### src/rtl/stage_wdt_pkg.sv
package stage_wdt_pkg;

   localparam int ACT_W  = 3;
   localparam int PLEN_W = 8;
   localparam int DATA_W = 32;

   typedef enum logic [ACT_W-1:0] {
      ACT_NONE = 3'd0,
      ACT_IRQ  = 3'd1,
      ACT_CPU  = 3'd2,
      ACT_SYS  = 3'd3,
      ACT_CHIP = 3'd4
   } wdt_act_e;

   typedef struct packed {
      logic       pause;
      logic       chip_en;
      logic [7:0] chip_w;
      logic [2:0] sys_code;
      logic [2:0] cpu_code;
      logic       en;
   } wdt_ctrl_t;

   localparam int CTRL_W = $bits(wdt_ctrl_t);

   localparam int A_CTRL    = 0;
   localparam int A_ACTS    = 1;
   localparam int A_MASK    = 2;
   localparam int A_FEED    = 3;
   localparam int A_KEY     = 4;
   localparam int A_RAW     = 5;
   localparam int A_CLR     = 6;
   localparam int A_IEN     = 7;
   localparam int A_IEN_SET = 8;
   localparam int A_IEN_CLR = 9;
   localparam int A_TO_BASE = 12;

   // Pulse length minus one for a 2^(code+1) cycle pulse.
   function automatic logic [PLEN_W-1:0] pulse_len(input logic [2:0] code);
      logic [PLEN_W:0] n;
      n = (PLEN_W+1)'(1) << ({1'b0, code} + 4'd1);
      return PLEN_W'(n - (PLEN_W+1)'(1));
   endfunction

endpackage

### src/rtl/stage_wdt_pulse.sv
module stage_wdt_pulse #(
   parameter int LEN_W = 8
) (
   input  logic             clk_i,
   input  logic             rst_ni,
   input  logic             start_i,
   input  logic [LEN_W-1:0] len_i,
   output logic             active_o
);

   logic [LEN_W-1:0] left_q;

   always_ff @(posedge clk_i or negedge rst_ni) begin
      if (!rst_ni) begin
         left_q   <= '0;
         active_o <= 1'b0;
      end else if (start_i) begin
         left_q   <= len_i;
         active_o <= 1'b1;
      end else if (active_o) begin
         if (left_q == '0) active_o <= 1'b0;
         else              left_q   <= left_q - 1'b1;
      end
   end

   // a pulse only begins after a start request
   a_r8_rise_needs_start: assert property (@(posedge clk_i) disable iff (!rst_ni)
      $rose(active_o) |-> $past(start_i));

endmodule

### src/rtl/stage_wdt_seq.sv
module stage_wdt_seq import stage_wdt_pkg::*; #(
   parameter int STAGES = 4,
   parameter int CNT_W  = 32
) (
   input  logic                    clk_i,
   input  logic                    rst_ni,
   input  logic                    en_i,
   input  logic                    pause_i,
   input  logic                    sleep_i,
   input  logic                    feed_i,
   input  logic [STAGES*ACT_W-1:0] acts_i,
   input  logic [CNT_W-1:0]        to_i [STAGES],
   output logic                    fire_o,
   output logic [ACT_W-1:0]        act_o
);

   localparam int SW = (STAGES > 1) ? $clog2(STAGES) : 1;

   if (STAGES < 2 || (1 << SW) != STAGES) begin : g_bad_stages
      $error("STAGES must be a power of two of at least 2");
   end

   logic [SW-1:0]    stage_q;
   logic [CNT_W-1:0] cnt_q;
   logic             paused;

   assign paused = pause_i && sleep_i;
   assign act_o  = acts_i[stage_q*ACT_W +: ACT_W];
   assign fire_o = en_i && !feed_i && !paused && (act_o != ACT_NONE)
                   && (cnt_q >= to_i[stage_q]);

   always_ff @(posedge clk_i or negedge rst_ni) begin
      if (!rst_ni) begin
         stage_q <= '0;
         cnt_q   <= '0;
      end else if (!en_i || feed_i) begin
         stage_q <= '0;
         cnt_q   <= '0;
      end else if (!paused) begin
         if (fire_o || act_o == ACT_NONE) begin
            stage_q <= stage_q + 1'b1;
            cnt_q   <= '0;
         end else begin
            cnt_q   <= cnt_q + 1'b1;
         end
      end
   end

   // a firing moves to the next stage, wrapping after the last
   a_r3_advance: assert property (@(posedge clk_i) disable iff (!rst_ni)
      fire_o |=> stage_q == SW'($past(stage_q) + 1'b1));

   // a disabled stage is left with a cleared count
   a_r4_skip: assert property (@(posedge clk_i) disable iff (!rst_ni)
      (en_i && !feed_i && !paused && act_o == ACT_NONE) |=> cnt_q == '0);

   // feeding restarts at stage 0
   a_r5_feed: assert property (@(posedge clk_i) disable iff (!rst_ni)
      feed_i |=> (cnt_q == '0 && stage_q == '0));

   // pause while sleeping freezes the sequencer
   a_r6_frozen: assert property (@(posedge clk_i) disable iff (!rst_ni)
      (en_i && paused && !feed_i) |=> ($stable(cnt_q) && $stable(stage_q)));

endmodule

### src/rtl/stage_wdt_regs.sv
module stage_wdt_regs import stage_wdt_pkg::*; #(
   parameter int          STAGES = 4,
   parameter int          CNT_W  = 32,
   parameter int          ADDR_W = 5,
   parameter int          TGT_W  = 6,
   parameter logic [31:0] KEY    = 32'h5A3C_9E17
) (
   input  logic                    clk_i,
   input  logic                    rst_ni,
   input  logic                    we_i,
   input  logic [ADDR_W-1:0]       addr_i,
   input  logic [DATA_W-1:0]       wdata_i,
   output logic [DATA_W-1:0]       rdata_o,
   input  logic                    irq_set_i,
   output wdt_ctrl_t               ctrl_o,
   output logic [STAGES*ACT_W-1:0] acts_o,
   output logic [TGT_W-1:0]        mask_o,
   output logic [CNT_W-1:0]        to_o [STAGES],
   output logic                    feed_o,
   output logic                    irq_o
);

   localparam int AW_ACT = STAGES * ACT_W;

   if (AW_ACT > DATA_W || CNT_W > DATA_W || TGT_W > DATA_W) begin : g_bad_width
      $error("register fields must fit in one data word");
   end
   if (A_TO_BASE + STAGES > (1 << ADDR_W)) begin : g_bad_addr
      $error("ADDR_W too small for the timeout words");
   end

   logic unl_q, raw_q, ien_q, wr_cfg, clr_raw;
   logic unused_wdata;

   assign unused_wdata = ^wdata_i;
   assign wr_cfg  = we_i && unl_q;
   assign clr_raw = we_i && addr_i == ADDR_W'(A_CLR) && wdata_i[0];
   assign feed_o  = wr_cfg && addr_i == ADDR_W'(A_FEED) && wdata_i[0];
   assign irq_o   = raw_q && ien_q;

   always_ff @(posedge clk_i or negedge rst_ni) begin
      if (!rst_ni) begin
         ctrl_o <= '0;
         acts_o <= '0;
         mask_o <= '0;
         unl_q  <= 1'b0;
         raw_q  <= 1'b0;
         ien_q  <= 1'b0;
      end else begin
         raw_q <= irq_set_i || (raw_q && !clr_raw);
         if (wr_cfg && addr_i == ADDR_W'(A_CTRL)) ctrl_o <= wdt_ctrl_t'(wdata_i[CTRL_W-1:0]);
         if (wr_cfg && addr_i == ADDR_W'(A_ACTS)) acts_o <= wdata_i[AW_ACT-1:0];
         if (wr_cfg && addr_i == ADDR_W'(A_MASK)) mask_o <= wdata_i[TGT_W-1:0];
         if (we_i && addr_i == ADDR_W'(A_KEY))    unl_q  <= (wdata_i == KEY);
         if (we_i && addr_i == ADDR_W'(A_IEN))    ien_q  <= wdata_i[0];
         else if (we_i && addr_i == ADDR_W'(A_IEN_SET) && wdata_i[0]) ien_q <= 1'b1;
         else if (we_i && addr_i == ADDR_W'(A_IEN_CLR) && wdata_i[0]) ien_q <= 1'b0;
      end
   end

   for (genvar k = 0; k < STAGES; k++) begin : g_to
      always_ff @(posedge clk_i or negedge rst_ni) begin
         if (!rst_ni) to_o[k] <= '0;
         else if (wr_cfg && addr_i == ADDR_W'(A_TO_BASE + k)) to_o[k] <= wdata_i[CNT_W-1:0];
      end
   end

   always_comb begin
      rdata_o = '0;
      if (addr_i == ADDR_W'(A_CTRL)) rdata_o = DATA_W'(ctrl_o);
      if (addr_i == ADDR_W'(A_ACTS)) rdata_o = DATA_W'(acts_o);
      if (addr_i == ADDR_W'(A_MASK)) rdata_o = DATA_W'(mask_o);
      if (addr_i == ADDR_W'(A_KEY))  rdata_o = DATA_W'(unl_q);
      if (addr_i == ADDR_W'(A_RAW))  rdata_o = DATA_W'(raw_q);
      if (addr_i == ADDR_W'(A_IEN))  rdata_o = DATA_W'(ien_q);
      for (int k = 0; k < STAGES; k++)
         if (addr_i == ADDR_W'(A_TO_BASE + k)) rdata_o = DATA_W'(to_o[k]);
   end

   // a locked control write leaves the control word unchanged
   a_r2_locked_ignore: assert property (@(posedge clk_i) disable iff (!rst_ni)
      (we_i && addr_i == ADDR_W'(A_CTRL) && !unl_q) |=> $stable(ctrl_o));

   // the raw interrupt bit stays set until cleared
   a_r7_raw_sticky: assert property (@(posedge clk_i) disable iff (!rst_ni)
      (raw_q && !clr_raw) |=> raw_q);

endmodule

### src/rtl/stage_watchdog.sv
module stage_watchdog import stage_wdt_pkg::*; #(
   parameter int          STAGES = 4,
   parameter int          CNT_W  = 32,
   parameter int          ADDR_W = 5,
   parameter int          TGT_W  = 6,
   parameter logic [31:0] KEY    = 32'h5A3C_9E17
) (
   input  logic              clk_i,
   input  logic              rst_ni,
   input  logic              reg_we_i,
   input  logic [ADDR_W-1:0] reg_addr_i,
   input  logic [31:0]       reg_wdata_i,
   output logic [31:0]       reg_rdata_o,
   input  logic              sleep_i,
   output logic              irq_o,
   output logic [TGT_W-1:0]  cpu_rst_o,
   output logic              sys_rst_o,
   output logic              chip_rst_o
);

   localparam int NPULSE = 3;

   wdt_ctrl_t               ctrl;
   logic [STAGES*ACT_W-1:0] acts;
   logic [TGT_W-1:0]        mask;
   logic [CNT_W-1:0]        to_v [STAGES];
   logic                    feed, fire;
   logic [ACT_W-1:0]        act;
   logic [NPULSE-1:0]       p_start, p_act;
   logic [PLEN_W-1:0]       p_len [NPULSE];

   stage_wdt_regs #(.STAGES(STAGES), .CNT_W(CNT_W), .ADDR_W(ADDR_W),
                    .TGT_W(TGT_W), .KEY(KEY)) u_regs (
      .clk_i, .rst_ni,
      .we_i(reg_we_i), .addr_i(reg_addr_i), .wdata_i(reg_wdata_i),
      .rdata_o(reg_rdata_o),
      .irq_set_i(fire && act == ACT_IRQ),
      .ctrl_o(ctrl), .acts_o(acts), .mask_o(mask), .to_o(to_v),
      .feed_o(feed), .irq_o(irq_o)
   );

   stage_wdt_seq #(.STAGES(STAGES), .CNT_W(CNT_W)) u_seq (
      .clk_i, .rst_ni,
      .en_i(ctrl.en), .pause_i(ctrl.pause), .sleep_i(sleep_i), .feed_i(feed),
      .acts_i(acts), .to_i(to_v), .fire_o(fire), .act_o(act)
   );

   assign p_start[0] = fire && act == ACT_CPU;
   assign p_start[1] = fire && act == ACT_SYS;
   assign p_start[2] = fire && act == ACT_CHIP && ctrl.chip_en;
   assign p_len[0]   = pulse_len(ctrl.cpu_code);
   assign p_len[1]   = pulse_len(ctrl.sys_code);
   assign p_len[2]   = ctrl.chip_w;

   for (genvar g = 0; g < NPULSE; g++) begin : g_pulse
      stage_wdt_pulse #(.LEN_W(PLEN_W)) u_pulse (
         .clk_i, .rst_ni,
         .start_i(p_start[g]), .len_i(p_len[g]), .active_o(p_act[g])
      );
   end

   assign cpu_rst_o  = {TGT_W{p_act[0]}} & mask;
   assign sys_rst_o  = p_act[1];
   assign chip_rst_o = p_act[2];

   // a chip pulse only starts while the chip reset is enabled
   a_r10_chip_gated: assert property (@(posedge clk_i) disable iff (!rst_ni)
      $rose(chip_rst_o) |-> $past(ctrl.chip_en));

endmodule

### config.mk
export PLATFORM = sky130hd
export DESIGN_NAME = stage_watchdog
export DESIGN_NICKNAME = d
export VERILOG_FILES = /design/src/rtl/stage_wdt_pkg.sv /design/src/rtl/stage_wdt_pulse.sv /design/src/rtl/stage_wdt_seq.sv /design/src/rtl/stage_wdt_regs.sv /design/src/rtl/stage_watchdog.sv
export SDC_FILE = /design/constraint.sdc
export NUM_CORES = 1
export LEC_CHECK = 0
export BUFFER_PORTS_ARGS = -buffer_cell sky130_fd_sc_hd__buf_2
export CAP_MARGIN = 10
export CORE_MARGIN = 3
export CORE_UTILIZATION = 40
export DETAILED_ROUTE_END_ITERATION = 6
export PLACE_DENSITY = 0.56
export SLEW_MARGIN = 30
export SYNTH_ARGS = -nofsm -noshare
export SYNTH_HDL_FRONTEND = slang
export SYNTH_SLANG_ARGS = --single-unit
### constraint.sdc
create_clock -name clk_i -period 4.27 [get_ports clk_i]
set_input_delay 0.6405 -clock clk_i [delete_from_list [all_inputs] [get_ports clk_i]]
set_output_delay 0.6405 -clock clk_i [all_outputs]
set_load 0.03 [all_outputs]
==> impl_metrics.ini <==
[run_status]
status = finished clean

[global_route]
grt_max_degree = 122
grt_use_total_pct = 21.2
grt_overflow = 0
antenna_found_initial = 0
grt_pass1_wl_um = 56000
grt_pass1_vias = 9553

[logic_synthesis]
synthTopCellsByCount = dfrtp_1, mux2_2, nand2_1
ys_async_sr_fraction_pct = 100
synthMuxAreaShare_pct = 23.5
synth_top_family_by_area = multiplexers
yosys.cell_count.top_type = dfrtp_1
synth_nets = 1154
synthCells = 1076
ys_types = 64
syn_area_per_cell_sq_um = 11.5
synth_edf_count = 0
yosysTopAreaCellShare_pct = 45.9
synth-seq-area-share_pct = 45.9
synth-seq-cells = 227
synth_area_leaders = dfrtp_1, mux2_2, mux4_2
netlist_area_sq_um = 12400
synth_compound_area_share_pct = 8.60
yosys.area_share.simple_pct = 11.7
synth_top_flop_cell = dfrtp_1
yosys.area_share.adder_pct = 3.74
synth-xor-area-share_pct = 3.46
yosysTopAreaCell = dfrtp_1
yosys_warnings = 0

[worst_setup_path]
cp.arrival_ns = 4.45
worstReg2RegStart = u_seq.stage_q[0]$_DFFE_PN0P_
slowest_stage = or4b_4
path_class = reg2reg
required_ns = 4.69
critPathLaunch = u_seq.stage_q[0]$_DFFE_PN0P_
start_kind = flop
crit_family = simple AND/OR/NAND/NOR gates
path_max_fanout = 9
cp-end-kind = flop
path_cells = buf_12 -> mux4_2 -> inv_1 -> ha_1 -> nand4_1 -> nor4_2 -> or4b_4 -> and3_1 -> o22ai_4 -> nand2_2 -> mux2i_1 -> ha_2 -> buf_4 -> nor2_1 -> a21oi_1 -> nor2_1 -> a31oi_1 -> mux2i_1
cp_slowest_stage_delay_ns = 0.53
path_buf_inv = 3

[die]
top_level_ports = 82
start_util_pct = 41.1
fp.dieW_um = 182
dieArea_sq_um = 33100
num_rows = 63
die_y_um = 182
core_sq_um = 30100

[placement]
postPlaceCellArea_sq_um = 13500
place_ws_ns = -0.0300
gp_congestion = 0.861
dp_hpwl_um = 23800
io_buffers = 81

[clock_tree]
htreeDepth = 1
cts_made_buffers = 26
clock_path_buffers = 3
hold_buffers = 0
root_buffer = clkbuf_16
clk_latency_ns = 0.54
cts_tree = yes
clkSinkCount = 227
clkTransAtPathRegs_ns = 0.06

[layout]
design_area_sq_um = 14400
drive_above_1_share_pct = 33.2
syn_to_final_growth_pct = 16.6
final_nets = 1255
n_fill_cell = 2806
antenna_cells = 0

[timing]
layout_min_cycle_time_ns = 4.03
report.final.slew_viol_count = 0
max_freq_ghz = 0.248
fin_skew_ns = 0.00993
worst_slew_pin_slew_ns = 0.868
hold_viol_final = 0
min_period_over_period_pct = 94.3
setup_viol = 0
slew_headroom_pct = 41.8
setup_ws_ns = 0.244

[drt]
num_vias = 9212
first_pass_iters = 7
vias_per_cell = 5.81
drcViolationCount = 0
ant_nets = 0
drt-initial-drc-count = 566
route.detailed.wl_per_inst_um = 22.1
routed_wl_um = 35000

[pwr]
clkPwrFrac_pct = 49.3
combPwrFrac_pct = 3.3
power_uw = 4540
p_leak_uw = 0.00674
ir_drop_uv = 290
p_int_uw = 3520
p_sw_uw = 1030
p_seq_share_pct = 47.4
swShare_pct = 22.6
powerDensity_nw_per_um2 = 315

[run]
cap_violations = 0

[hold_path]
hold_path_class = in2async
[cells by family (layout without fill, tap and decap cells)]
family	after synthesis	count (layout)
and+or+nand+nor	292	292
DFF	227	227
muxes	223	223
AOI/OAI and AO/OA	147	147
buffers and inverters	101	220
xor gates and xnor gates	49	49
adders and majority gates	37	37
[state kept, by name, summed over array words and instances (netlist names)]
name                      cells
u_regs.to_o                 128
u_seq.cnt_q                  32
g_pulse.u_pulse.left_q       24
u_regs.ctrl_o                17
u_regs.acts_o                12
u_regs.mask_o                 6
g_pulse.u_pulse.active_o      3
u_seq.stage_q                 2
u_regs.ien_q                  1
u_regs.raw_q                  1
u_regs.unl_q                  1
[cell usage in the layout (no fill, tap or decap), drive strengths merged, types with 4 or more instances in the layout]
cell type,n
xnor2,27
and3,10
nand2,84
o21ai,16
a221oi,5
a21oi,35
nor2b,4
nand2b,5
nand4,12
a221o,5
mux2i,17
mux2,171
a31oi,9
mux4,35
a222oi,13
and2,11
nor4,10
dfrtp,227
clkinv,5
inv,48
and4,8
xor2,22
ha,37
clkbuf,40
nor2,75
buf,126
nand3,32
a22oi,38
nor3,20
[worst paths after layout]
| kind | to | slack (ns) | cells after the start |
|---|---|---|---|
| worst max-delay path | g_pulse[0].u_pulse.left_q[6]$_DFFE_PN0P_ | 0.24 | 18 |
| worst min-delay path | u_regs.to_o[40]$_DFFE_PN0P_ | 0.005 | 1 |
| worst max register to register | g_pulse[0].u_pulse.left_q[6]$_DFFE_PN0P_ | 0.24 | 18 |
| worst min register to register | u_regs.raw_q$_DFF_PN0_ | 0.51 | 2 |
| max in group asynchronous | u_regs.to_o[67]$_DFFE_PN0P_ | 3.48 | 2 |
| min in group clk_i | u_regs.to_o[126]$_DFFE_PN0P_ | 0.40 | 2 |
[final cells by class]
type | count | area (sq um) | area share, %
Multi-Input combinational cell | 748 | 6390 | 44.3
Sequential cell | 227 | 5680 | 39.3
Inverter | 48 | 180 | 1.25
Timing Repair Buffer | 126 | 840 | 5.81
Clock inverter | 6 | 66.3 | 0.459
Clock buffer | 40 | 793 | 5.49
Tap cell | 390 | 488 | 3.38
[stage by stage]
| stage | util (%) | hold WS, ns | TNS, ns | std cells |
|---|---|---|---|---|
| after CTS | 47.7 | 0.246 | 0 | 1578 |
| after global placement | 44.8 | 0.486 | 0 | 1532 |
| final | 48.0 | 0.00514 | 0 | 1585 |
| after detailed placement | 44.8 | 0.502 | -0.0300 | 1532 |
| after floorplan | - | 0.345 | 0 | 1076 |
| after global routing | 48.0 | 0.0142 | -0.00498 | 1585 |
[power by group through the flow]
stage	registers [uW]	clock network (uW)	logic, uW
CTS	2150	2280	152
floorplan	2190	0	34.3
global placement	2190	0	151
global route	2150	2380	169
detailed placement	2190	0	151
finish	2150	2240	152
[per-layer routing]
| layer | up-vias | GRT usage, % | share of wire (%) |
|---|---|---|---|
| li1 | 4178 | - | - |
| met1 | 4722 | 30.7 | 47 |
| met2 | 246 | 32.8 | 45 |
| met3 | 66 | 3.59 | 5.2 |
| met4 | 0 | 6.49 | 3.2 |
| met5 | - | 0 | 0 |
[timing repair]
| item | CTS | global route |
|---|---|---|
| setup endpoints to repair | 1 | 4 |
| resized for setup | 1 | 4 |
| buffers inserted | 0 | 6 |
| gates cloned | 0 | 0 |
| pin swaps | 0 | 3 |
(Power assumes the default switching activity.)
